<file path="config.mk">
export PLATFORM = sky130hd
export DESIGN_NAME = xlat_cache
export DESIGN_NICKNAME = d
export VERILOG_FILES = /design/src/rtl/xlat_cache_pkg.sv /design/src/rtl/xlat_ctrl.sv /design/src/rtl/xlat_store.sv /design/src/rtl/xlat_cache.sv
export SDC_FILE = /design/constraint.sdc
export NUM_CORES = 2
export LEC_CHECK = 0
export ABC_AREA = 1
export BUFFER_PORTS_ARGS = -buffer_cell sky130_fd_sc_hd__buf_2
export CORE_ASPECT_RATIO = 1.1
export CORE_MARGIN = 3
export CORE_UTILIZATION = 40
export CTS_CLUSTER_DIAMETER = 80
export DETAILED_ROUTE_END_ITERATION = 8
export SLEW_MARGIN = 15
export SYNTH_ARGS = -nofsm -noshare
export SYNTH_HDL_FRONTEND = slang
export SYNTH_SLANG_ARGS = --single-unit
</file>
<file path="constraint.sdc">
create_clock -name clk -period 3.59 [get_ports clk]
set_clock_uncertainty 0.2 [all_clocks]
set_input_delay 0.1795 -clock clk [delete_from_list [all_inputs] [get_ports clk]]
set_output_delay 0.1795 -clock clk [all_outputs]
set_load 0.02 [all_outputs]
</file>
<file path="src/rtl/xlat_cache_pkg.sv">
package xlat_cache_pkg;
  localparam int LIN_W      = 32;
  localparam int OFS_W      = 12;
  localparam int SET_W      = 3;
  localparam int WAY_W      = 2;
  localparam int IDX_W      = SET_W + WAY_W;
  localparam int TAG_W      = LIN_W - OFS_W - IDX_W;
  localparam int PAGE_W     = LIN_W - OFS_W;
  localparam int ENTRIES    = 1 << IDX_W;
  localparam int GLOBAL_BIT = 8;

  typedef struct packed {
    logic              wrEn;
    logic [IDX_W-1:0]  wrIdx;
    logic [TAG_W-1:0]  wrTag;
    logic [PAGE_W-1:0] wrFrame;
    logic              wrGlobal;
    logic              invEn;
    logic [IDX_W-1:0]  invIdx;
    logic [TAG_W-1:0]  invTag;
    logic              flushLocal;
    logic              flushEvery;
  } maintStrobe_t;
endpackage

</file>
<file path="src/rtl/xlat_ctrl.sv">
module xlat_ctrl
  import xlat_cache_pkg::*;
#(
  parameter bit GLOBAL_EN = 1'b1
) (
  input  logic              updValid,
  input  logic [PAGE_W-1:0] updPage,
  input  logic [LIN_W-1:0]  updEntry,
  input  logic              invReq,
  input  logic [PAGE_W-1:0] invPage,
  input  logic              flushReq,
  input  logic              flushAll,
  output maintStrobe_t      strb
);
  logic entryGlobal;
  logic flushEveryN;

  generate
    if (GLOBAL_EN) begin : gGlobal
      assign entryGlobal = updEntry[GLOBAL_BIT];
      assign flushEveryN = flushReq & flushAll;
    end else begin : gLegacy
      logic legacyUnused;
      assign legacyUnused = updEntry[GLOBAL_BIT] ^ flushAll;
      assign entryGlobal = 1'b0;
      assign flushEveryN = flushReq;
    end
  endgenerate

  logic entryUnused;
  assign entryUnused = ^{updEntry[OFS_W-1:GLOBAL_BIT+1], updEntry[GLOBAL_BIT-1:0]};

  always_comb begin
    strb            = '0;
    strb.wrEn       = updValid;
    strb.wrIdx      = updPage[IDX_W-1:0];
    strb.wrTag      = updPage[PAGE_W-1 -: TAG_W];
    strb.wrFrame    = updEntry[LIN_W-1:OFS_W];
    strb.wrGlobal   = entryGlobal;
    strb.invEn      = invReq;
    strb.invIdx     = invPage[IDX_W-1:0];
    strb.invTag     = invPage[PAGE_W-1 -: TAG_W];
    strb.flushEvery = flushEveryN;
    strb.flushLocal = flushReq & ~flushEveryN;
  end
endmodule

</file>
<file path="src/rtl/xlat_store.sv">
module xlat_store
  import xlat_cache_pkg::*;
(
  input  logic             clk,
  input  logic             rstN,
  input  maintStrobe_t     strb,
  input  logic [LIN_W-1:0] lookupAddr,
  output logic             lookupHit,
  output logic [LIN_W-1:0] lookupPaddr
);
  logic [ENTRIES-1:0] validQ, validD, globalQ, globalD;
  logic [TAG_W-1:0]   tagQ   [ENTRIES];
  logic [TAG_W-1:0]   tagD   [ENTRIES];
  logic [PAGE_W-1:0]  frameQ [ENTRIES];
  logic [PAGE_W-1:0]  frameD [ENTRIES];

  // next state: update first, then invalidate and flush
  always_comb begin
    for (int i = 0; i < ENTRIES; i++) begin
      validD[i]  = validQ[i];
      globalD[i] = globalQ[i];
      tagD[i]    = tagQ[i];
      frameD[i]  = frameQ[i];
      if (strb.wrEn && strb.wrIdx == IDX_W'(i)) begin
        validD[i]  = 1'b1;
        globalD[i] = strb.wrGlobal;
        tagD[i]    = strb.wrTag;
        frameD[i]  = strb.wrFrame;
      end
      if (strb.invEn && strb.invIdx == IDX_W'(i) && validD[i] && tagD[i] == strb.invTag)
        validD[i] = 1'b0;
      if (strb.flushEvery || (strb.flushLocal && !globalD[i]))
        validD[i] = 1'b0;
    end
  end

  always_ff @(posedge clk) begin
    if (!rstN) begin
      validQ  <= '0;
      globalQ <= '0;
      for (int i = 0; i < ENTRIES; i++) begin
        tagQ[i]   <= '0;
        frameQ[i] <= '0;
      end
    end else begin
      validQ  <= validD;
      globalQ <= globalD;
      for (int i = 0; i < ENTRIES; i++) begin
        tagQ[i]   <= tagD[i];
        frameQ[i] <= frameD[i];
      end
    end
  end

  // lookup against the post-maintenance state
  logic [IDX_W-1:0] lkIdx;
  logic [TAG_W-1:0] lkTag;
  logic             lkHit;
  assign lkIdx = lookupAddr[OFS_W +: IDX_W];
  assign lkTag = lookupAddr[LIN_W-1 -: TAG_W];
  assign lkHit = validD[lkIdx] && (tagD[lkIdx] == lkTag);

  always_ff @(posedge clk) begin
    if (!rstN) begin
      lookupHit   <= 1'b0;
      lookupPaddr <= '0;
    end else begin
      lookupHit   <= lkHit;
      lookupPaddr <= lkHit ? {frameD[lkIdx], lookupAddr[OFS_W-1:0]} : '0;
    end
  end

  a_r1_reset_miss: assert property (@(posedge clk) !rstN |=> !lookupHit);
  a_r7_full_flush_miss: assert property (@(posedge clk) disable iff (!rstN)
    strb.flushEvery |=> !lookupHit);
  a_r8_inval_miss: assert property (@(posedge clk) disable iff (!rstN)
    strb.invEn && strb.invIdx == lkIdx && strb.invTag == lkTag |=> !lookupHit);
  a_r3_offset_kept: assert property (@(posedge clk) disable iff (!rstN)
    lookupHit |-> lookupPaddr[OFS_W-1:0] == $past(lookupAddr[OFS_W-1:0]));
  a_r10_update_visible: assert property (@(posedge clk) disable iff (!rstN)
    strb.wrEn && strb.wrIdx == lkIdx && strb.wrTag == lkTag && !strb.invEn
    && !strb.flushLocal && !strb.flushEvery
    |=> lookupHit && lookupPaddr[LIN_W-1:OFS_W] == $past(strb.wrFrame));
endmodule

</file>
<file path="src/rtl/xlat_cache.sv">
module xlat_cache
  import xlat_cache_pkg::*;
#(
  parameter bit GLOBAL_EN = 1'b1
) (
  input  logic              clk,
  input  logic              rstN,
  input  logic [LIN_W-1:0]  lookupAddr,
  output logic              lookupHit,
  output logic [LIN_W-1:0]  lookupPaddr,
  input  logic              updValid,
  input  logic [PAGE_W-1:0] updPage,
  input  logic [LIN_W-1:0]  updEntry,
  input  logic              invReq,
  input  logic [PAGE_W-1:0] invPage,
  input  logic              flushReq,
  input  logic              flushAll
);
  maintStrobe_t strb;

  xlat_ctrl #(.GLOBAL_EN(GLOBAL_EN)) uCtrl (
    .updValid(updValid), .updPage(updPage), .updEntry(updEntry),
    .invReq(invReq), .invPage(invPage),
    .flushReq(flushReq), .flushAll(flushAll), .strb(strb)
  );

  xlat_store uStore (
    .clk(clk), .rstN(rstN), .strb(strb), .lookupAddr(lookupAddr),
    .lookupHit(lookupHit), .lookupPaddr(lookupPaddr)
  );
endmodule

</file>
==> results.py <==
metrics = {
    "run_status": {
        "status": "finished, final reports clean",
    },
    "power": {
        "power.density_nw_per_um2": 402,
        "power_switching_uw": 9630,
        "pwr-share-clk": 0.447,
        "intPower_uw": 23500,
        "peakVddDrop_uv": 437,
        "leakage_uw": 0.0364,
        "p_sw_frac": 0.291,
        "power_frac_comb": 0.139,
        "seq_power_share": 0.414,
    },
    "global_routing": {
        "grt_pass1_vias": 72502,
        "grt_max_degree": 174,
        "globalRoute.totalOverflow": 0,
        "antenna_found_initial": 6,
        "grt_pass1_wl_um": 465000,
        "grt_util_all_layers": 0.352,
    },
    "final_layout": {
        "final_cell_mix": "nand2_1 (3710), nand3_1 (2506), nor2_1 (1332)",
        "num-fill-cells": 17310,
        "area_delta_synth_final_pct": 21.7,
        "ff_latch_area_sq_um": 24400,
        "final_net_count": 11879,
        "multi_input_comb_area_sq_um": 37600,
        "drive_gt1_frac": 0.109,
        "final_common_cell": "nand2_1",
        "instances_no_fill": 14112,
    },
    "clock_network": {
        "cts_buffers": 145,
        "htree_levels": 4,
        "root_buffer": "clkbuf_16",
        "cts_tree": "built",
        "cts_sinks": 1217,
        "clk_latency_ns": 0.81,
        "clkTransAtPathRegs_ns": 0.06,
        "clock_path_buffers": 3,
    },
    "setup_path": {
        "crit_slowest_cell": "dlygate4sd3_1",
        "crit_path_max_fanout": 24,
        "worstSetupStartpointType": "input port",
        "cp-end-kind": "flip-flop",
        "critPathKind": "input port to flip-flop",
        "arrival_ns": 4.04,
        "crit_required_ns": 4.11,
        "path_buf_inv": 9,
        "critical-path-top-delay-family": "simple AND/OR/NAND/NOR gates",
        "critical_path.max_stage_delay_ns": 0.56,
    },
    "placed_design": {
        "hpwlAfterDp_um": 206000,
        "io_buffers": 131,
        "dp.cells": 13716,
        "place.gp.congestion": 0.969,
    },
    "route": {
        "viasPerCell": 5.59,
        "vias": 78842,
        "ant_nets": 0,
        "wl_per_cell_um": 22.5,
        "drt_drc_violations_left": 0,
        "dr.pass1.iters": 7,
        "drtIter0Drc": 8988,
        "wl_um": 317000,
    },
    "sta": {
        "relSlewSlack": 0.323,
        "setup_viol": 0,
        "tightest_slew_ns": 1.01,
        "max_freq_mhz": 285,
        "finalCritPeriodShare": 0.979,
        "slew_viol_final": 0,
        "hold_slack_ns": 0.0505,
        "hold_violations": 0,
        "rsz0062_at_grt": "false",
        "period_needed_ns": 3.51,
    },
    "synthesis": {
        "ys.warnings.count": 0,
        "post_synth.cell_area_avg_sq_um": 5.93,
        "seq_area_frac_synth": 0.360,
        "ys_seq_elements": 1217,
        "syn_inst": 11413,
        "synth_cell_types": 23,
        "syn_nets": 11523,
        "syn_area_sq_um": 67600,
    },
    "floorplan": {
        "rows": 157,
        "die_h_um": 437,
        "io_pins": 143,
        "core_sq_um": 167000,
        "die_w_um": 398,
        "dieArea_sq_um": 174000,
        "start_util": 0.405,
    },
    "min_path": {
        "holdCritPathClass": "input port to flip-flop",
    },
    "flow_run": {
        "maxCapViolations": 0,
    },
}
-- Yosys cell counts --
library cell | n | area (sq um)
buf_4 | 6 | 45.0
buf_1 | 148 | 556
dfxtp_1 | 1217 | 24400
buf_2 | 125 | 626
nand3_2 | 4 | 40.0
nor2_1 | 1360 | 5100
inv_2 | 4 | 15.0
xor2_1 | 2 | 17.5
o21ai_0 | 686 | 3430
o211ai_1 | 19 | 143
nand3b_1 | 4 | 30.0
nand2_1 | 3711 | 13900
nand3_1 | 2511 | 12600
nand2_2 | 4 | 25.0
inv_1 | 604 | 2270
clkinv_1 | 5 | 18.8
mux2i_1 | 32 | 320
nor2_2 | 25 | 156
a21o_1 | 14 | 105
nand4_1 | 11 | 68.8
clkbuf_1 | 643 | 2410
nor2_4 | 1 | 11.3
a21oi_1 | 277 | 1390
-- worst register-to-register path: stages (launching register included) --
cell and delay (ns):
dfxtp_1 0.31, inv_1 0.06, nand2_1 0.06, nand3_1 0.07, nand2_1 0.06, nor2_1 0.19
nand2_1 0.28, nor2_1 0.18, nand2_1 0.07, nand2_1 0.07, nand2_1 0.10, nand3_1 0.12
nand3_1 0.08, nand3_1 0.25, nand3_4 0.20, buf_4 0.20, nand3_4 0.15, buf_12 0.20
nor2_1 0.10
-- layout make-up --
cell class | instances | area share
multi-input combinational | 8661 | 0.457
sequential | 1217 | 0.296
timing repair buffer | 1131 | 0.128
clock buffer | 219 | 0.0522
tap | 2226 | 0.0338
inverter | 613 | 0.0284
clock inverter | 39 | 0.00450
antenna | 6 | 0.000182
-- logic make-up after synthesis --
| kind of cell | count (synthesis) | share of synthesized area |
|---|---|---|
| xor gates and xnor gates | 2 | 0.000259 |
| DFF | 1217 | 0.360 |
| and+or+nand+nor | 7631 | 0.472 |
| AOI/OAI and AO/OA | 996 | 0.0749 |
| buffers and inverters | 1535 | 0.0878 |
| muxes | 32 | 0.00474 |
-- path summary, 6_finish.rpt --
| path | start | to | slack, ns | cells past startpoint |
|---|---|---|---|---|
| min reg2reg | uStore.tagQ[1][47] | uStore.tagQ[1][47] | 0.29 | 2 |
| max reg2reg | uStore.tagQ[3][43] | uStore.lookupPaddr[12] | 0.51 | 18 |
| max | updPage[3] | uStore.lookupPaddr[12] | 0.08 | 26 |
| min | updPage[3] | uStore.tagQ[3][21] | 0.05 | 7 |
-- power groups by stage --
stage,combinational (uW),sequential (uW),clock (uW)
finish,4590,13700,14800
global route,4850,13700,15500
CTS,4470,13700,15000
detailed placement,4380,14000,0
global placement,4380,14000,0
floorplan,2340,14000,0
-- routing by layer --
metal	part of all wire	track usage
met5	0	0
met4	0.080	0.251
met3	0.083	0.0522
met2	0.44	0.551
met1	0.40	0.442
-- sequential cells by signal (all words and copies together) (netlist names) --
| signal | cells |
|---|---|
| uStore.tagQ | 480 |
| uStore.lookupPaddr | 32 |
| uStore.globalQ | 32 |
| uStore.lookupHit | 1 |
| uStore.frameQ | 640 |
| uStore.validQ | 32 |
-- repair_timing --
action / CTS / global route
hold buffers: 127 / 2
endpoints found under the setup margin: 0 / 33
gates resized for setup: 0 / 9
buffers inserted: 0 / 4
hold endpoints to repair: 952 / 3
-- stage by stage --
step / setup WS [ns] / area, sq um / util / setup TNS (ns) / total power, uW
final: 0.0761 / 82300 / 0.492 / 0 / 33100
after CTS: 0.0112 / 82200 / 0.492 / 0 / 33200
after global routing: 0.0141 / 82300 / 0.492 / 0 / 34100
after detailed placement: -0.679 / 76300 / 0.456 / -21.77 / 18400
after global placement: -0.671 / 76300 / 0.456 / -21.87 / 18400
after floorplan: 0.944 / 67600 / - / 0 / 16300
Note: power is estimated with default switching activity, not from simulation.
